==> src/rtl/booth_pkg.sv <==
package booth_pkg;
  typedef enum logic [1:0] {
    ST_IDLE = 2'd0,
    ST_RUN  = 2'd1,
    ST_DONE = 2'd2
  } mul_state_t;

  typedef enum logic [1:0] {
    OP_NONE = 2'd0,
    OP_ADD  = 2'd1,
    OP_SUB  = 2'd2
  } booth_op_t;
endpackage

==> src/rtl/booth_recode.sv <==
module booth_recode
  import booth_pkg::*;
(
  input  logic      cur_bit,
  input  logic      right_bit,
  output booth_op_t op
);
  // 10 opens a run (subtract), 01 closes a run (add), 00/11 shift only
  always_comb begin
    unique case ({cur_bit, right_bit})
      2'b10:   op = OP_SUB;
      2'b01:   op = OP_ADD;
      default: op = OP_NONE;
    endcase
  end
endmodule

==> src/rtl/booth_addsub.sv <==
module booth_addsub
  import booth_pkg::*;
#(
  parameter int WIDTH = 32
) (
  input  logic signed [WIDTH:0]   acc,
  input  logic        [WIDTH-1:0] mcand,
  input  booth_op_t               op,
  output logic signed [WIDTH:0]   sum
);
  logic signed [WIDTH:0] mcand_ext;

  assign mcand_ext = {mcand[WIDTH-1], mcand};

  always_comb begin
    unique case (op)
      OP_ADD:  sum = acc + mcand_ext;
      OP_SUB:  sum = acc - mcand_ext;
      default: sum = acc;
    endcase
  end
endmodule

==> src/rtl/booth_step_counter.sv <==
module booth_step_counter #(
  parameter int STEPS = 32
) (
  input  logic clk,
  input  logic rst_n,
  input  logic clear,
  input  logic en,
  output logic last
);
  localparam int CW = $clog2(STEPS + 1);

  logic [CW-1:0] cnt;

  always_ff @(posedge clk or negedge rst_n) begin
    if (!rst_n)     cnt <= '0;
    else if (clear) cnt <= '0;
    else if (en)    cnt <= cnt + CW'(1);
  end

  assign last = (cnt == CW'(STEPS - 1));

  assert_step_advance_R3: assert property (@(posedge clk) disable iff (!rst_n)
    (en && !clear && !last) |=> (cnt == $past(cnt) + CW'(1)));

  assert_step_bound_R3: assert property (@(posedge clk) disable iff (!rst_n)
    en |-> (cnt < CW'(STEPS)));
endmodule

==> src/rtl/booth_mul_seq.sv <==
module booth_mul_seq
  import booth_pkg::*;
#(
  parameter int WIDTH = 32
) (
  input  logic             clk,
  input  logic             rst_n,
  input  logic             req_valid,
  output logic             req_ready,
  input  logic [WIDTH-1:0] req_mcand,
  input  logic [WIDTH-1:0] req_mplier,
  output logic             rsp_valid,
  input  logic             rsp_ready,
  output logic [WIDTH-1:0] rsp_hi,
  output logic [WIDTH-1:0] rsp_lo
);
  mul_state_t            state;
  logic signed [WIDTH:0] upper;
  logic [WIDTH-1:0]      lower;
  logic                  guard;
  logic [WIDTH-1:0]      mcand_q;
  booth_op_t             step_op;
  logic signed [WIDTH:0] upper_next;
  logic                  last_step;
  logic                  accept;
  logic                  running;

  assign req_ready = (state == ST_IDLE);
  assign rsp_valid = (state == ST_DONE);
  assign accept    = req_valid && req_ready;
  assign running   = (state == ST_RUN);
  assign rsp_hi    = upper[WIDTH-1:0];
  assign rsp_lo    = lower;

  booth_recode u_recode (
    .cur_bit   (lower[0]),
    .right_bit (guard),
    .op        (step_op)
  );

  booth_addsub #(.WIDTH(WIDTH)) u_addsub (
    .acc   (upper),
    .mcand (mcand_q),
    .op    (step_op),
    .sum   (upper_next)
  );

  booth_step_counter #(.STEPS(WIDTH)) u_steps (
    .clk   (clk),
    .rst_n (rst_n),
    .clear (accept),
    .en    (running),
    .last  (last_step)
  );

  always_ff @(posedge clk or negedge rst_n) begin
    if (!rst_n) begin
      state   <= ST_IDLE;
      upper   <= '0;
      lower   <= '0;
      guard   <= 1'b0;
      mcand_q <= '0;
    end else begin
      unique case (state)
        ST_IDLE: if (accept) begin
          upper   <= '0;
          lower   <= req_mplier;
          guard   <= 1'b0;
          mcand_q <= req_mcand;
          state   <= ST_RUN;
        end
        ST_RUN: begin
          guard <= lower[0];
          lower <= {upper_next[0], lower[WIDTH-1:1]};
          upper <= upper_next >>> 1;
          if (last_step) state <= ST_DONE;
        end
        ST_DONE: if (rsp_ready) state <= ST_IDLE;
        default: state <= ST_IDLE;
      endcase
    end
  end

  assert_no_overlap_R1: assert property (@(posedge clk) disable iff (!rst_n)
    !(req_ready && rsp_valid));

  assert_busy_after_accept_R2: assert property (@(posedge clk) disable iff (!rst_n)
    (req_valid && req_ready) |=> !req_ready);

  assert_hold_result_R6: assert property (@(posedge clk) disable iff (!rst_n)
    (rsp_valid && !rsp_ready) |=> (rsp_valid && $stable(rsp_hi) && $stable(rsp_lo)));

  assert_release_R6: assert property (@(posedge clk) disable iff (!rst_n)
    (rsp_valid && rsp_ready) |=> (req_ready && !rsp_valid));

  assert_shift_only_R7: assert property (@(posedge clk) disable iff (!rst_n)
    (running && (lower[0] == guard)) |=> (upper == ($past(upper) >>> 1)));

  assert_fits_R5: assert property (@(posedge clk) disable iff (!rst_n)
    rsp_valid |-> (upper[WIDTH] == upper[WIDTH-1]));
endmodule

==> config.mk <==
export PLATFORM = sky130hd
export DESIGN_NAME = booth_mul_seq
export DESIGN_NICKNAME = d
export VERILOG_FILES = /design/src/rtl/booth_pkg.sv /design/src/rtl/booth_recode.sv /design/src/rtl/booth_addsub.sv /design/src/rtl/booth_step_counter.sv /design/src/rtl/booth_mul_seq.sv
export SDC_FILE = /design/constraint.sdc
export NUM_CORES = 1
export LEC_CHECK = 0
export BUFFER_PORTS_ARGS = -buffer_cell sky130_fd_sc_hd__clkbuf_2
export CAP_MARGIN = 20
export CORE_AREA = 2 2 159 99
export DETAILED_ROUTE_END_ITERATION = 12
export DIE_AREA = 0 0 161 101
export GPL_TIMING_DRIVEN = 0
export PLACE_DENSITY = 0.82
export SYNTH_ARGS = -nofsm -noshare
export SYNTH_HDL_FRONTEND = slang
export SYNTH_HIERARCHICAL = 1
export SYNTH_SLANG_ARGS = --single-unit
==> constraint.sdc <==
create_clock -name clk -period 5.5 [get_ports clk]
set_clock_uncertainty 0.05 [all_clocks]
set_input_delay 0.55 -clock clk [delete_from_list [all_inputs] [get_ports clk]]
set_output_delay 0.55 -clock clk [all_outputs]
set_load 0.005 [all_outputs]
==> impl_metrics.ini, run 1 <==
[die]
die_w_um = 161
initial_utilization_pct = 48.8
rows = 35
num_io_pins = 134
dieArea_mm2 = 0.0163
die_y_um = 101
core-area_mm2 = 0.0149

[finish]
final_cells = 1128
antennaDiodeCount = 0
syn_to_final_growth_pct = 17.2
nets = 1024
fin_util_pct = 57.2
drive_gt1_share_pct = 24.5

[synth]
syn_area_mm2 = 0.00727
synth_edf_count = 0
yosys_warnings = 6
async_flop_share_pct = 100
ys.flop_type = dfrtp_1
ys_types = 75
ys_seq_elements = 105
synth_cells = 776
synth_fp_nets = 880
seq_area_frac_synth_pct = 36.1
synth.avg_cell_area_um2 = 9.37

[hold_path]
holdCritPathClass = primary input to asynchronous set/reset pin

[route]
routed_wl_mm = 20.4
wl_met1_mm = 10.3
first_iter_violations = 631
firstDrtPassIters = 6
dr_total_vias = 6689
dr.max_layer_used = met5
met2_length_mm = 8.19
drtAntennaViolNets = 0
drc = 0
wl_per_cell_um = 18.1
vias_per_cell = 5.93
wl_met3_mm = 1.68

[timing]
period_share_pct = 94.4
fin_tns_setup_ns = 0
slew_headroom_pct = 44.4
rsz0062_at_grt = no
setup_ws_ns = 0.310
slew_viol_final = 0
fmax_ghz = 0.193
timing.final.crit_period_ns = 5.19
report.final.hold_viol_count = 0
finalSetupViolCount = 0
worstMarginPinSlew_ns = 0.834

[clock_tree]
cts_buffer_depth = 2
clock_sinks = 105
clk_latency_ns = 0.36
cts_resized = 0
tritoncts = built
cts.htree.levels = 3
clk_pin_slew_ns = 0.08
post-cts-setup-buffer-count = 0
hold_buffers = 0
cts_buffers = 9
clockRootBuffer = clkbuf_16

[setup_path]
worst_r2r_endpoint = upper[27]$_DFFE_PN0P_
criticalPathCategory = register to register
startpoint_type = register
cp-end-kind = register
cp_slowest_stage_delay_ns = 0.55
reg2reg_setup_slack_ns = 0.31
slowest_stage = a211oi_1
ff2ff_path_depth = 17
endpoint = upper[27]$_DFFE_PN0P_
cp.arrival_ns = 5.39
r2r-start = rsp_lo[0]$_DFFE_PN0P_
startpoint = rsp_lo[0]$_DFFE_PN0P_
crit_fanout = 10
crit_chain = and2b_2 -> inv_1 -> ha_1 -> clkdlybuf4s15_2 -> clkbuf_1 -> nor2_1 -> xnor2_1 -> ha_1 -> a211oi_1 -> o21ai_1 -> a221oi_1 -> o211ai_1 -> a211oi_1 -> o31a_2 -> xor2_1 -> o21ai_0 -> a22o_1
crit_required_ns = 5.70

[place]
dp_slack_ns = 0.312
hpwlAfterDp_mm = 15.5
port_buffers = 133
routabilityCongestion = 0.961
dp_cells = 1112

[status]
status = completed

[global_routing]
grt_pass1_wl_mm = 32.5
antenna_found_initial = 1
grt_usage_pct = 25.3
grt_overflow = 0
grt_max_degree = 106
grt_pass1_vias = 6023

[job]
cap_violations = 0
-- metrics by stage --
stage | hold slack [ns] | instance area (um2)
after floorplan | 0.204 | 7270
after global placement | 0.459 | 8190
after detailed placement | 0.470 | 8200
after CTS | 0.280 | 8520
after global routing | 0.307 | 8520
final | 0.231 | 8520
-- metal layers --
metal / vias to the layer above / GRT usage (%)
met4: 2 / 4.46
li1: 3164 / -
met2: 276 / 34.6
met3: 22 / 6.29
met1: 3225 / 40.1
met5: - / 0
-- sequential cells by signal, indices dropped and copies added, names as in the netlist --
name and cells:
mcand_q 32, rsp_lo 32, upper 32, u_steps/cnt 6, state 2, guard 1
-- how the worst min path moves through the flow --
stage	start	end	slack, ns	cells past startpoint
detailed placement	upper[0]$_DFFE_PN0P_	upper[0]$_DFFE_PN0P_	0.47	1
CTS	rst_n	mcand_q[8]$_DFFE_PN0P_	0.28	1
global route	rst_n	rsp_lo[23]$_DFFE_PN0P_	0.31	1
finish	rst_n	mcand_q[7]$_DFFE_PN0P_	0.23	1
floorplan	rst_n	guard$_DFFE_PN0P_	0.20	0
global placement	guard$_DFFE_PN0P_	guard$_DFFE_PN0P_	0.46	1
-- critical path, delay by kind of cell, from the launching register on --
family | cells | cell delay (ns)
buffers and inverters | 3 | 0.80
flip-flops | 1 | 0.46
AND/OR/NAND/NOR | 2 | 0.37
XOR/XNOR | 2 | 0.31
AO/OA/AOI/OAI | 8 | 2.55
adder cells (fa/ha/maj) | 2 | 0.52
-- cell type report --
class	count	area (um2)
plain buffers	41	264
clock inverters	7	93.8
multi-input cells	604	4290
well taps	203	254
inverters	26	97.6
repair buffers	133	674
flip-flops and latches	105	2630
clock buffers	9	225
fillers	1330	6370
-- cell usage in the layout (no fill, tap or decap), types with 7 or more instances in the layout --
cell         n
clkbuf_2   133
dfrtp_1    105
a21oi_1     76
nor2_1      65
nand2_1     53
o22ai_1     45
xnor2_1     44
o21ai_0     44
ha_1        35
a22o_1      33
mux2_4      29
inv_1       23
nor3_1      21
clkbuf_1    16
xor2_1      14
a21o_1      12
buf_2        9
clkbuf_16    9
nand3_1      9
a31oi_1      9
a211oi_1     9
buf_4        7
nand4_1      7
o21bai_1     7
-- Yosys cell counts (all sizes together), types with 14 or more instances --
cell type | count | area share (%)
nor2 | 66 | 3.6
o21ai | 46 | 3.2
a22o | 33 | 4.0
clkbuf | 17 | 0.88
dfrtp | 105 | 36
a21oi | 76 | 5.2
inv | 24 | 1.2
mux2 | 33 | 6.6
nor3 | 21 | 1.4
xor2 | 14 | 1.7
nand2 | 53 | 2.7
xnor2 | 44 | 5.3
ha | 35 | 6.0
o22ai | 45 | 3.9
buf | 23 | 2.6
-- logic make-up (layout without fill, tap and decap cells) --
logic type / Yosys count / after routing / synth area share [%]
flops: 105 / 105 / 36.1
buf+inv: 67 / 216 / 4.95
xor+xnor: 58 / 58 / 6.98
compound gates: 270 / 270 / 24.0
mux: 38 / 38 / 7.29
fa+ha+maj: 36 / 36 / 6.30
simple gates: 202 / 202 / 14.3
Power of run 1 is left out: the tool's default activity adds up to more than one toggle a clock period on the data nets, which glitch-free logic cannot reach.
==> run 2, diff against run 1 <==
--- a/config.mk
+++ b/config.mk
@@ -11,7 +11,7 @@
 export DETAILED_ROUTE_END_ITERATION = 12
 export DIE_AREA = 0 0 161 101
 export GPL_TIMING_DRIVEN = 0
-export PLACE_DENSITY = 0.82
+export PLACE_DENSITY = 0.85
 export SYNTH_ARGS = -nofsm -noshare
 export SYNTH_HDL_FRONTEND = slang
 export SYNTH_HIERARCHICAL = 1
==> constraint.sdc (replaced) <==
create_clock -name clk -period 4.67 [get_ports clk]
set_clock_uncertainty 0.05 [all_clocks]
set_input_delay 0.467 -clock clk [delete_from_list [all_inputs] [get_ports clk]]
set_output_delay 0.467 -clock clk [all_outputs]
set_load 0.005 [all_outputs]
==> impl_metrics.ini, run 2 (same netlist as run 1, synthesis figures left out) <==
[timing]
slew_viol_final = 0
period_share_pct = 97.4
report.final.hold_viol_count = 0
timing.final.crit_period_ns = 4.55
finalSetupViolCount = 0
rsz0062_at_grt = yes
fmax_ghz = 0.220
slew_headroom_pct = 42.5
worstMarginPinSlew_ns = 0.863

[clock_tree]
cts.htree.levels = 3
cts_buffers = 9
cts_buffer_depth = 2
clk_latency_ns = 0.36
clock_sinks = 105
clk_pin_slew_ns = 0.08
tritoncts = built
clockRootBuffer = clkbuf_16
hold_buffers = 0

[place]
hpwlAfterDp_mm = 15.8
port_buffers = 133
routabilityCongestion = 0.995

[finish]
drive_gt1_share_pct = 26.3
nets = 1029
multi_input_area_mm2 = 0.00434
antennaDiodeCount = 0
seqCellArea_mm2 = 0.00263
syn_to_final_growth_pct = 18.5
fin_util_pct = 57.9
final_common_cell = clkbuf_2
final_cell_mix = 134 x clkbuf_2, 105 x dfrtp_1, 74 x a21oi_1, 65 x nor2_1, 53 x nand2_1
fill_cells = 1296

[setup_path]
criticalPathCategory = register to register
reg2reg_setup_slack_ns = 0.12
crit_fanout = 8
crit_required_ns = 4.87
cp.arrival_ns = 4.75
worst_r2r_endpoint = upper[27]$_DFFE_PN0P_
ff2ff_path_depth = 18
cp-end-kind = register
startpoint_type = register
r2r-start = mcand_q[4]$_DFFE_PN0P_

[route]
wl_per_cell_um = 18.8
dr_total_vias = 6864
drtAntennaViolNets = 0
routed_wl_mm = 21.3
drc = 0
firstDrtPassIters = 8
vias_per_cell = 6.06
first_iter_violations = 838

[global_routing]
grt_usage_pct = 26.2
antenna_found_initial = 0
grt_max_degree = 106
grt_pass1_vias = 6285
grt_overflow = 0
grt_pass1_wl_mm = 33.5

[die]
dieArea_mm2 = 0.0163
initial_utilization_pct = 48.8
rows = 35
num_io_pins = 134
die_w_um = 161
core-area_mm2 = 0.0149
die_y_um = 101

[status]
status = completed

[hold_path]
holdCritPathClass = primary input to asynchronous set/reset pin

[job]
cap_violations = 0
-- run 2: area by class of cell --
class,count,area share [%]
Sequential cell,105,30.5
Multi-Input combinational cell,604,50.4
Tap cell,203,2.95
Clock buffer,9,2.61
Timing Repair Buffer,138,8.26
Clock inverter,7,1.02
Buffer,41,3.12
Inverter,26,1.13
-- run 2: repair_timing --
action	in CTS	in global routing
resized for setup	7	11
setup buffers	0	5
setup endpoints to repair	7	8
pin swaps	0	3
-- run 2: how the worst max path moves through the flow --
stage	slack (ns)	endpoint	start	cells after the start
after floorplan	0.64	upper[30]$_DFFE_PN0P_	mcand_q[4]$_DFFE_PN0P_	16
after global placement	-0.38	upper[27]$_DFFE_PN0P_	rsp_lo[0]$_DFFE_PN0P_	16
after detailed placement	-0.44	upper[27]$_DFFE_PN0P_	rsp_lo[0]$_DFFE_PN0P_	16
after CTS	0.03	upper[30]$_DFFE_PN0P_	mcand_q[4]$_DFFE_PN0P_	16
after global routing	-0.04	upper[28]$_DFFE_PN0P_	mcand_q[0]$_DFFE_PN0P_	18
final	0.12	upper[27]$_DFFE_PN0P_	mcand_q[4]$_DFFE_PN0P_	18
-- run 2: metrics by stage --
step / setup TNS [ns] / worst slack (ns) / cell area, um2 / hold WS (ns) / cells
2_1_floorplan: 0 / 0.637 / 7270 / 0.121 / 776
3_3_place_gp: -1.49 / -0.379 / 8190 / 0.457 / 1112
3_5_place_dp: -1.71 / -0.438 / 8200 / 0.470 / 1112
4_1_cts: 0 / 0.0302 / 8530 / 0.202 / 1128
5_1_grt: -0.0687 / -0.0443 / 8620 / 0.238 / 1133
6_report: 0 / 0.124 / 8620 / 0.152 / 1133
-- run 2: metal layers --
metal	global-route usage, %	part of all wire (%)	wire length (um)
met2	35.9	40	8500
met5	0	0	0
met3	7.24	10	2150
met1	40.1	48	10200
met4	7.01	2.0	433
-- run 2: worst max-delay path: stages, from the launching register on --
cell and delay, ns:
dfrtp_1 0.43, or3_1 0.47, or3_1 0.36, nor3_2 0.20, and3_1 0.28, a21oi_1 0.10
xnor2_1 0.14, ha_1 0.27, clkbuf_1 0.21, a21oi_1 0.22, o21ai_0 0.13, a22oi_1 0.22
o211ai_1 0.12, buf_4 0.18, a211oi_4 0.29, o31a_2 0.25, xor2_1 0.15, o21ai_0 0.12
a22o_1 0.24
Power of run 2 is left out for the same reason.
==> run 3, diff against run 2 <==
--- a/config.mk
+++ b/config.mk
@@ -7,9 +7,10 @@
 export LEC_CHECK = 0
 export BUFFER_PORTS_ARGS = -buffer_cell sky130_fd_sc_hd__clkbuf_2
 export CAP_MARGIN = 20
-export CORE_AREA = 2 2 159 99
+export CORE_AREA = 5 5 162 102
+export CTS_BUF_LIST = sky130_fd_sc_hd__clkbuf_8
 export DETAILED_ROUTE_END_ITERATION = 12
-export DIE_AREA = 0 0 161 101
+export DIE_AREA = 0 0 167 107
 export GPL_TIMING_DRIVEN = 0
 export PLACE_DENSITY = 0.85
 export SYNTH_ARGS = -nofsm -noshare
==> impl_metrics.ini, run 3 (same netlist as run 1, synthesis figures left out) <==
[global_routing]
grt_pass1_wl_mm = 33.2
antenna_found_initial = 0
grt_overflow = 0
grt_pass1_vias = 6337
grt_max_degree = 106
grt_usage_pct = 22.8

[job]
cap_violations = 0

[finish]
drive_gt1_share_pct = 25.9
fill_cells = 1325
final_common_cell = clkbuf_2
design_area_mm2 = 0.00850
final_cell_mix = 134 x clkbuf_2, 105 x dfrtp_1, 74 x a21oi_1, 65 x nor2_1, 53 x nand2_1
antennaDiodeCount = 0
fin_util_pct = 56.9
nets = 1028
syn_to_final_growth_pct = 16.8

[setup_path]
cp_top_family = simple AND/OR/NAND/NOR gates
crit_fanout = 6
cp-end-kind = register
criticalPathCategory = register to register
crit_required_ns = 4.90
slowest_stage = or3_1
cp_slowest_stage_delay_ns = 0.48
crit_chain = or3_1 -> or3_1 -> nor3_4 -> and3_2 -> nor2_1 -> xnor2_1 -> ha_1 -> nand2_1 -> nor3_1 -> nand2_1 -> o211ai_1 -> a211oi_2 -> o31a_2 -> o21bai_1 -> o2111a_1 -> a22o_1
startpoint_type = register
cp.arrival_ns = 4.74
critPathBufInv = 0

[timing]
report.final.hold_viol_count = 0
slew_headroom_pct = 44.2
worstMarginPinSlew_ns = 0.837
slew_viol_final = 0
finalSetupViolCount = 0
setup_ws_ns = 0.153
timing.final.crit_period_ns = 4.52
fmax_ghz = 0.221
period_share_pct = 96.7

[place]
port_buffers = 133
place_area_mm2 = 0.00820
dp_slack_ns = -0.299
routabilityCongestion = 0.964
hpwlAfterDp_mm = 15.9

[route]
drtAntennaViolNets = 0
drc = 0
routed_wl_mm = 21.0
wl_per_cell_um = 18.5
vias_per_cell = 6.01
firstDrtPassIters = 5
first_iter_violations = 753
dr_total_vias = 6801

[clock_tree]
cts.htree.levels = 3
clk_pin_slew_ns = 0.10
cts_buffer_depth = 2
clk_latency_ns = 0.39
cts_buffers = 9
clockRootBuffer = clkbuf_8
clock_sinks = 105
tritoncts = built
hold_buffers = 0

[die]
core-area_mm2 = 0.0149
rows = 35
die_y_um = 107
initial_utilization_pct = 48.7
die_w_um = 167
num_io_pins = 134
dieArea_mm2 = 0.0179

[hold_path]
holdCritPathClass = primary input to asynchronous set/reset pin

[status]
status = completed
==> run 3: worst reg2reg max path, stage by stage, from the launching register on <==
cell,delay [ns]
dfrtp_1,0.44
or3_1,0.48
or3_1,0.38
nor3_4,0.21
and3_2,0.32
nor2_1,0.07
xnor2_1,0.15
ha_1,0.41
nand2_1,0.16
nor3_1,0.27
nand2_1,0.08
o211ai_1,0.38
a211oi_2,0.15
o31a_2,0.37
o21bai_1,0.18
o2111a_1,0.12
a22o_1,0.20
==> run 3: routing by layer <==
metal	global-route usage, %	vias up	wire length [um]
met5	0	-	0
met3	5.42	40	2030
met4	5.43	0	357
met1	34.9	3275	9900
met2	32.4	318	8670
li1	-	3168	-
==> run 3: cell type report <==
type                    count  area (um2)  share of cell area, %
multi-input cells         604        4340                   51.1
clock buffers              10         138                   1.62
well taps                 203         254                   2.99
clock inverters             6        58.8                  0.692
flip-flops and latches    105        2630                   30.9
inverters                  26        97.6                   1.15
repair buffers            138         712                   8.38
plain buffers              40         265                   3.12
==> run 3: path summary, 6_finish.rpt <==
path | endpoint | start | slack [ns] | cells after the start
worst max-delay path | upper[31]$_DFFE_PN0P_ | mcand_q[4]$_DFFE_PN0P_ | 0.15 | 16
worst min-delay path | rsp_lo[23]$_DFFE_PN0P_ | rst_n | 0.13 | 1
worst max register to register | upper[31]$_DFFE_PN0P_ | mcand_q[4]$_DFFE_PN0P_ | 0.15 | 16
worst min register to register | upper[0]$_DFFE_PN0P_ | upper[0]$_DFFE_PN0P_ | 0.49 | 1
max in group asynchronous | upper[21]$_DFFE_PN0P_ | rst_n | 3.85 | 1
min in group clk | state[1]$_DFFE_PN0P_ | rsp_ready | 0.20 | 2
==> run 3: stage by stage <==
step / hold slack [ns] / TNS (ns) / cells
after CTS: 0.160 / 0 / 1128
after global routing: 0.186 / -0.0872 / 1132
final: 0.128 / 0 / 1132
after global placement: 0.455 / -1.23 / 1112
after detailed placement: 0.475 / -1.19 / 1112
after floorplan: 0.121 / 0 / 776
==> run 3: timing repair <==
action / 4_1_cts / 5_1_grt
pin swaps: 0 / 5
buffers inserted: 0 / 5
setup endpoints to repair: 8 / 11
resized for setup: 5 / 15
Power of run 3 is left out for the same reason.
